`config.mk`:
```
export PLATFORM = sky130hd
export DESIGN_NAME = multiXferSeq
export DESIGN_NICKNAME = d
export VERILOG_FILES = /design/src/rtl/multiXferPkg.sv /design/src/rtl/seqDatapath.sv /design/src/rtl/seqControl.sv /design/src/rtl/multiXferSeq.sv
export SDC_FILE = /design/constraint.sdc
export NUM_CORES = 1
export LEC_CHECK = 0
export ABC_CLOCK_PERIOD_IN_PS = 7800
export BUFFER_PORTS_ARGS = -buffer_cell sky130_fd_sc_hd__clkbuf_2
export CORE_ASPECT_RATIO = 0.6
export CORE_MARGIN = 8
export CORE_UTILIZATION = 53
export CTS_BUF_LIST = sky130_fd_sc_hd__clkbuf_16
export CTS_CLUSTER_DIAMETER = 40
export DETAILED_ROUTE_END_ITERATION = 10
export PLACE_DENSITY = 0.79
export SLEW_MARGIN = 40
export SYNTH_ARGS = -nofsm -noshare
export SYNTH_HDL_FRONTEND = slang
export SYNTH_SLANG_ARGS = --single-unit
export TNS_END_PERCENT = 100
```
`constraint.sdc`:
```
create_clock -name clk -period 7.8 [get_ports clk]
set_input_delay 1.17 -clock clk [delete_from_list [all_inputs] [get_ports clk]]
set_output_delay 1.17 -clock clk [all_outputs]
set_load 0.05 [all_outputs]
```
`src/rtl/multiXferPkg.sv`:
```
package multiXferPkg;
  typedef enum logic [1:0] {
    MODE_DN_AFTER  = 2'b00,
    MODE_DN_BEFORE = 2'b01,
    MODE_UP_AFTER  = 2'b10,
    MODE_UP_BEFORE = 2'b11
  } xferMode_t;

  typedef struct packed {
    logic capture;
    logic advance;
  } seqStrobes_t;
endpackage

```
`src/rtl/seqDatapath.sv`:
```
module seqDatapath
  import multiXferPkg::*;
#(
  parameter int ADDR_W = 32,
  parameter int LIST_W = 16,
  parameter int WORD_BYTES = 4
) (
  input  logic              clk,
  input  logic              rstN,
  input  seqStrobes_t       strb,
  input  logic [LIST_W-1:0] regList,
  input  logic [ADDR_W-1:0] baseAddr,
  input  logic [1:0]        modeCode,
  output logic [ADDR_W-1:0] curAddr,
  output logic [ADDR_W-1:0] newBase
);
  localparam int CNT_W = $clog2(LIST_W) + 1;

  logic [CNT_W-1:0]  setCount;
  logic [ADDR_W-1:0] span, lowAddr, startAddr, nextBase;

  always_comb begin
    setCount = '0;
    for (int i = 0; i < LIST_W; i++) setCount = setCount + CNT_W'(regList[i]);
  end

  assign span    = ADDR_W'(setCount) * ADDR_W'(WORD_BYTES);
  assign lowAddr = baseAddr - span;

  always_comb begin
    unique case (xferMode_t'(modeCode))
      MODE_UP_AFTER:  startAddr = baseAddr;
      MODE_UP_BEFORE: startAddr = baseAddr + ADDR_W'(WORD_BYTES);
      MODE_DN_AFTER:  startAddr = lowAddr + ADDR_W'(WORD_BYTES);
      default:        startAddr = lowAddr;
    endcase
    nextBase = modeCode[1] ? baseAddr + span : lowAddr;
  end

  always_ff @(posedge clk) begin
    if (!rstN) begin
      curAddr <= '0;
      newBase <= '0;
    end else if (strb.capture) begin
      curAddr <= startAddr;
      newBase <= nextBase;
    end else if (strb.advance) begin
      curAddr <= curAddr + ADDR_W'(WORD_BYTES);
    end
  end

  // consecutive transfers step by one word
  p_addr_step_r3: assert property (@(posedge clk) disable iff (!rstN)
    strb.advance && !strb.capture |=> curAddr == $past(curAddr) + ADDR_W'(WORD_BYTES));
endmodule

```
`src/rtl/seqControl.sv`:
```
module seqControl
  import multiXferPkg::*;
#(
  parameter int LIST_W = 16,
  localparam int IDX_W = $clog2(LIST_W)
) (
  input  logic              clk,
  input  logic              rstN,
  input  logic              start,
  input  logic [LIST_W-1:0] regList,
  input  logic [IDX_W-1:0]  baseIdx,
  input  logic              isLoad,
  input  logic              writeBack,
  input  logic              caretMode,
  output seqStrobes_t       strb,
  output logic              busy,
  output logic              xferValid,
  output logic [IDX_W-1:0]  xferReg,
  output logic              storeNewBase,
  output logic              userBank,
  output logic              restoreStatus,
  output logic              done,
  output logic              wbEnable
);
  localparam logic [IDX_W-1:0] PC_IDX = IDX_W'(LIST_W - 1);

  logic [LIST_W-1:0] remList;
  logic [IDX_W-1:0]  baseR;
  logic              loadR, wbOkR, firstR, restoreR, userR;

  always_comb begin
    xferReg = '0;
    for (int i = LIST_W - 1; i >= 0; i--) if (remList[i]) xferReg = IDX_W'(i);
  end

  assign xferValid    = busy && (remList != '0);
  assign done         = busy && (remList == '0);
  assign strb.capture = start && !busy;
  assign strb.advance = xferValid;

  assign wbEnable      = done && wbOkR;
  assign storeNewBase  = xferValid && !loadR && wbOkR && !firstR && (xferReg == baseR);
  assign restoreStatus = xferValid && restoreR && (xferReg == PC_IDX);
  assign userBank      = xferValid && userR;

  always_ff @(posedge clk) begin
    if (!rstN) begin
      busy     <= 1'b0;
      remList  <= '0;
      baseR    <= '0;
      loadR    <= 1'b0;
      wbOkR    <= 1'b0;
      firstR   <= 1'b0;
      restoreR <= 1'b0;
      userR    <= 1'b0;
    end else if (strb.capture) begin
      busy     <= 1'b1;
      remList  <= regList;
      baseR    <= baseIdx;
      loadR    <= isLoad;
      wbOkR    <= writeBack && (baseIdx != PC_IDX);
      firstR   <= 1'b1;
      restoreR <= caretMode && isLoad && regList[LIST_W-1];
      userR    <= caretMode && !(isLoad && regList[LIST_W-1]);
    end else if (strb.advance) begin
      remList <= remList & (remList - 1'b1);
      firstR  <= 1'b0;
    end else if (done) begin
      busy <= 1'b0;
    end
  end

  // indices strictly ascend within a burst
  p_ascending_r2: assert property (@(posedge clk) disable iff (!rstN)
    xferValid && !strb.capture |=> !xferValid || xferReg > $past(xferReg));
  // done lasts one cycle and ends the operation
  p_done_single_r4: assert property (@(posedge clk) disable iff (!rstN)
    done |=> !done && !busy);
  // status restore and user bank never coincide
  p_bank_excl_r9: assert property (@(posedge clk) disable iff (!rstN)
    !(userBank && restoreStatus));
  // the list only shrinks while busy
  p_busy_hold_r10: assert property (@(posedge clk) disable iff (!rstN)
    busy && !done |=> busy && ((remList & ~$past(remList)) == '0));
endmodule

```
`src/rtl/multiXferSeq.sv`:
```
module multiXferSeq
  import multiXferPkg::*;
#(
  parameter int ADDR_W = 32,
  parameter int LIST_W = 16,
  parameter int WORD_BYTES = 4,
  localparam int IDX_W = $clog2(LIST_W)
) (
  input  logic              clk,
  input  logic              rstN,
  input  logic              start,
  input  logic [LIST_W-1:0] regList,
  input  logic [ADDR_W-1:0] baseAddr,
  input  logic [IDX_W-1:0]  baseIdx,
  input  logic [1:0]        modeCode,
  input  logic              isLoad,
  input  logic              writeBack,
  input  logic              caretMode,
  output logic              busy,
  output logic              xferValid,
  output logic [IDX_W-1:0]  xferReg,
  output logic [ADDR_W-1:0] xferAddr,
  output logic              storeNewBase,
  output logic              userBank,
  output logic              restoreStatus,
  output logic              done,
  output logic [ADDR_W-1:0] newBase,
  output logic              wbEnable
);
  seqStrobes_t strb;

  seqControl #(.LIST_W(LIST_W)) ctrl_i (
    .clk(clk), .rstN(rstN), .start(start), .regList(regList), .baseIdx(baseIdx),
    .isLoad(isLoad), .writeBack(writeBack), .caretMode(caretMode), .strb(strb),
    .busy(busy), .xferValid(xferValid), .xferReg(xferReg), .storeNewBase(storeNewBase),
    .userBank(userBank), .restoreStatus(restoreStatus), .done(done), .wbEnable(wbEnable)
  );

  seqDatapath #(.ADDR_W(ADDR_W), .LIST_W(LIST_W), .WORD_BYTES(WORD_BYTES)) dp_i (
    .clk(clk), .rstN(rstN), .strb(strb), .regList(regList), .baseAddr(baseAddr),
    .modeCode(modeCode), .curAddr(xferAddr), .newBase(newBase)
  );
endmodule

```
Yosys cells after proc, flatten, opt, wreduce, memory -nomap -nowiden:

Index checks and enable logic that the tools add are counted.

* bits of input ports: 60
* logic and storage cells: 91
* output and inout bits: 75
* register bits: 90

* reduce and logical (&&, ||, !) cells: 26
* multiplexer cells: 27
* bitwise logic cells: 1
* add/subtract/negate cells: 21
* eq/ne operators: 6

Operator list (number)
* $add 32x3->32 const B: 3
* $mux 32: 3
* $pmux 32 s3: 1
* $add 5x1->5: 14
* $mux 4: 16
* $add 32x7->32: 1
* $mux 16: 2
* $sub 32x7->32: 1
* $and 16x16->16: 1
* $logic_and 1x1->1: 16
* $logic_not 16->1: 1
* $reduce_bool 16->1: 1
* $sub 16x1->16 const B: 1
* $mux 1: 5
* $eq 2x2->1 const B: 2
* $eq 4x4->1: 1
* $eq 4x4->1 const B: 1
* $logic_not 1->1: 4
* $ne 4x4->1 const B: 1
* $reduce_bool 2->1: 2
* $add 1x1->2: 1
* $logic_not 2->1: 1
* $ne 2x1->1 const B: 1
* $reduce_and 2->1: 1

Logic depth before layout (Yosys ltp):

* depth after elaboration: 19
* mapped depth: 28

By module:

Synthesis repeated with hierarchy kept, for this count alone.

* cell total of the unflattened synthesis: 1078
* area, all modules: 8000.2 sq um

Modules (own cells, without submodules)
* seqDatapath: instances 1, area an instance 6606.3 sq um, seq. area each 1281.2 sq um, cells each 905
* seqControl: instances 1, area an instance 1393.8 sq um, seq. area each 520.5 sq um, cells each 173

Least setup slack after synthesis:

No wires, ideal clock.

* kind: input to register
* from: input regList[0]
* to: register dp_i.curAddr[27]
* buffers on the path: 0
* required time: 7.674 ns
* library setup time: 0.126 ns
* data arrival time: 7.368 ns
* cell stages on the path: 19
* setup slack: 0.306 ns
* cell sequence: ha_1 inv_1 fa_1 fa_1 fa_1 fa_1 fa_1 fa_1 inv_1 ha_1 or2_2 a2111oi_4 o21ai_0 a221o_1 or4_4 or4_4 and2_1 nor4_1 nor3_1

* longest elaborated chain between the ends: 19

RTL lines
* start, declared: RTL line multiXferSeq.sv:12 `input logic [LIST_W-1:0] regList,`
* $add 1x1->2 *: RTL line seqDatapath.sv:24 `for (int i = 0; i < LIST_W; i++) setCount = setCount + CNT_W'(regList[i]);`
* $add 5x1->5 * (14 in a row): RTL line seqDatapath.sv:24
* $sub 32x7->32 *: RTL line seqDatapath.sv:28 `assign lowAddr = baseAddr - span;`
* $add 32x3->32: RTL line seqDatapath.sv:34 `MODE_DN_AFTER: startAddr = lowAddr + ADDR_W'(WORD_BYTES);`
* $pmux 32 s3 *: RTL line seqDatapath.sv:31 `unique case (xferMode_t'(modeCode))`
* $mux 32 *: RTL line seqDatapath.sv:44 `end else if (strb.capture) begin`
* end signal, assigned: RTL line seqDatapath.sv:45 `curAddr <= startAddr;`
* end signal, assigned: RTL line seqDatapath.sv:48 `curAddr <= curAddr + ADDR_W'(WORD_BYTES);`
* end, declared: RTL line seqDatapath.sv:14 `output logic [ADDR_W-1:0] curAddr,`

Mark *: on every way between the ends. The rest lies on a longest branch, timed or not.
A chain may end at the register's enable or synchronous reset.

Final worst setup path:

* from: input regList[0]
* to: register dp_i.curAddr[19]

Same word-level chain as after synthesis.

==> metrics <==
commonest non-fill, non-tap cell in the layout=clkbuf_2; Worst R2R Path Depth=11; slew of the pin with the lowest slew margin=0.839 ns; Clk network pwr share=0.215; Fin. Hold Viols=0; fin crit share=0.953; Final Instance Area=9650 um^2; clock skew=0.0112 ns; reg2reg end=dp_i.curAddr[21]; Slew Viols, Final=0; cell family with most CP delay=adder cells; Sequential Power Share=0.237; crit path DAT=7.66 ns; DPL Wire Length=22600 um; H-tree depth=3; switching part of the total=0.461; Post-synth EDFFs=0; dpl cell area=9320 um^2; Pint=1.26 mW; top cells by area, synth=dfxtp_1, xnor2_1, nand2_1; Ant. Diodes=0; setup bufs post-CTS=0; CP required=8.02 ns; reg2reg setup slack=4.40 ns; clock transition at the registers of the reported paths=0.08 ns; share of cells above drive strength 1=0.184; RSZ-0062 raised after global routing=no; sequential area share after synthesis=0.215; total grt overflow=0; I/O pin cnt=135; Final nets=1358; most frequent CP cell=fa_1; slowest CP cell=fa_1; Vias=9467; clock root buffer=clkbuf_16; core area=15400 um^2; first-pass GRT wire length=48000 um; die area=20200 um^2; Leak=3.81 nW; worst hold stages=2; most frequent cells in the layout=clkbuf_2, nand2_1, dfxtp_1, o21ai_0, xnor2_1; worst path buffer plus inverter count=4; YS warnings=0; Async S/R FF share, synth=0; # hold bufs at CTS=0; Synth area leader=dfxtp_1; vias per std cell=6.43; Num CTS Buffers=9; Final Non-Filler Cells=1472; worst setup path class=in -> reg; cell chain of the critical path=clkbuf_2 > ha_1 > inv_1 > fa_1 > fa_1 > fa_1 > fa_1 > fa_1 > fa_1 > nor2b_1 > o21a_1 > ha_1 > nor4_1 > or2_2 > buf_4 > nor3_1 > mux2i_1 > or3_1 > buf_4 > nor4_2 > xnor2_1 > a211oi_1 > nor3_1; Setup violations, final=0; Comb power frac=0.548; clock latency on the worst-skew pair=0.35 ns; Max Buffers Root-to-Sink=2; Chip Width=178 um; worst hold endpoint=dp_i.newBase[29]; CP max stage delay=0.54 ns; Synthesized Nets=1252; remaining antenna violation count=0; FP Rows=35; post-synth top area share=0.215; Synth Area per Inst=7.22 um^2; Primary FF master, synth=dfxtp_1; Global Route Usage Sum=0.293; Die H=113 um; min-delay src=dp_i.newBase[29]; status=finished clean; vias in the first global route=8971; Switch Pwr=1.08 mW; Iter 0 DRT Violations=1190; drc violations=0; gpl congestion=1.02; area grow syn2layout=15.3%; fmax=135 MHz; Critical R2R Launch=ctrl_i.remList[0]; largest net degree at the start of global routing=69; Peak VDD IR=0.000249 V; FF+latch count, synth=90; Placed Cells=1457; CTS tree=yes; path type of the worst min-delay path=reg -> reg; Tmin final=7.43 ns; slew margin rel.=0.436; maximum net fanout on the critical path=6; setup TNS=0 ns; count of cell types in the netlist=80; synthesized area=8370 um^2; final WL=30100 um; Initial Util=0.543; CP Capture Type=flop; crit path launch type=input port; Avg WL per Cell=20.5 um; max cap viols=0; # clock sinks=90; cts repair resizes=0; Initial DRT Pass Iterations=5; Mapped Cells=1159; P per Cell Area=242 nW/um^2; I/O Buffers=134; initial antenna violation count=0
[area by class of cell]
| cell class | instances | area, um^2 |
|---|---|---|
| tap | 203 | 254 |
| clock buffer | 9 | 225 |
| timing repair buffer | 180 | 1020 |
| inverter | 52 | 195 |
| sequential | 90 | 1800 |
| clock inverter | 6 | 95.1 |
| fill | 1423 | 5770 |
| multi-input combinational | 932 | 6060 |
[worst register-to-register path: stages (launching register included)]
cell and delay (ns):
dfxtp_1 0.36, nor4_1 0.75, nand2_1 0.30, o21ai_1 0.29
inv_2 0.28, nand4_1 0.24, nor3_1 0.08, xnor2_1 0.13
o21ai_0 0.41, nor3_1 0.12, a41oi_1 0.23, nand2_1 0.10
[how the worst max path moves through the flow]
| stage | start | end | slack, ns | depth (start not counted) |
|---|---|---|---|---|
| floorplan | regList[0] | dp_i.curAddr[27] | 0.31 | 19 |
| finish | regList[0] | dp_i.curAddr[19] | 0.37 | 23 |
| CTS | regList[0] | dp_i.curAddr[27] | 0.41 | 24 |
| global placement | regList[0] | dp_i.curAddr[29] | 0.17 | 23 |
| detailed placement | regList[0] | dp_i.curAddr[27] | 0.04 | 24 |
| global route | regList[0] | dp_i.curAddr[30] | 0.0009 | 22 |
[cells in the mapped netlist, types with 6 or more instances]
cell / instances
a211oi_1: 10
or3_1: 18
a21oi_1: 60
clkbuf_1: 69
o211a_1: 7
a21boi_0: 31
nand4_1: 24
or2_2: 10
nor2b_1: 10
and3_1: 17
dfxtp_1: 90
nor2_1: 65
o21bai_1: 6
o21ai_0: 74
or4_1: 9
o31ai_1: 6
nand2b_1: 7
nor3_1: 49
nand3_1: 65
xnor2_1: 66
nand2_1: 130
o211ai_1: 14
ha_1: 21
mux2i_1: 10
xor2_1: 22
nor4_1: 32
fa_1: 12
inv_1: 51
buf_1: 8
o22ai_1: 11
a31oi_1: 15
and2_1: 29
buf_2: 6
a21o_1: 12
[metrics by stage]
step / setup WS [ns] / total power, mW / utilization / hold WS, ns
3_5_place_dp: 0.0382 / 1.81 / 0.605 / 0.463
2_1_floorplan: 0.306 / 1.46 / - / 0.441
6_report: 0.366 / 2.34 / 0.626 / 0.473
4_1_cts: 0.408 / 2.32 / 0.625 / 0.475
5_1_grt: 0.000919 / 2.47 / 0.626 / 0.498
3_3_place_gp: 0.167 / 1.80 / 0.604 / 0.449
[state kept, by name, indices dropped and copies added, names as in the netlist]
name	count
ctrl_i.firstR	1
ctrl_i.restoreR	1
dp_i.curAddr	32
ctrl_i.loadR	1
ctrl_i.userR	1
ctrl_i.wbOkR	1
dp_i.newBase	32
ctrl_i.busy	1
ctrl_i.baseR	4
ctrl_i.remList	16
[kinds of logic (layout without fill, tap and decap cells)]
| group | count (synthesis) | count (layout) | share of synthesized area |
|---|---|---|---|
| and+or+nand+nor | 499 | 499 | 0.315 |
| AOI/OAI and AO/OA | 300 | 300 | 0.239 |
| buffers and inverters | 137 | 247 | 0.0641 |
| DFF | 90 | 90 | 0.215 |
| xor gates and xnor gates | 88 | 88 | 0.0921 |
| adders and majority gates | 33 | 33 | 0.0601 |
| muxes | 12 | 12 | 0.0146 |
[power groups by stage]
stage | Clock [mW] | Sequential (mW) | Combinational, mW
after floorplan | 0 | 0.682 | 0.775
after global placement | 0 | 0.559 | 1.24
after detailed placement | 0 | 0.561 | 1.25
after CTS | 0.505 | 0.551 | 1.26
after global routing | 0.523 | 0.559 | 1.39
final | 0.503 | 0.553 | 1.28
[per-layer routing]
layer,routed length (um),track usage
met1,13300,0.407
met4,586,0.0768
met5,0,0
met2,12400,0.422
met3,3900,0.102
(Power assumes the default switching activity.)
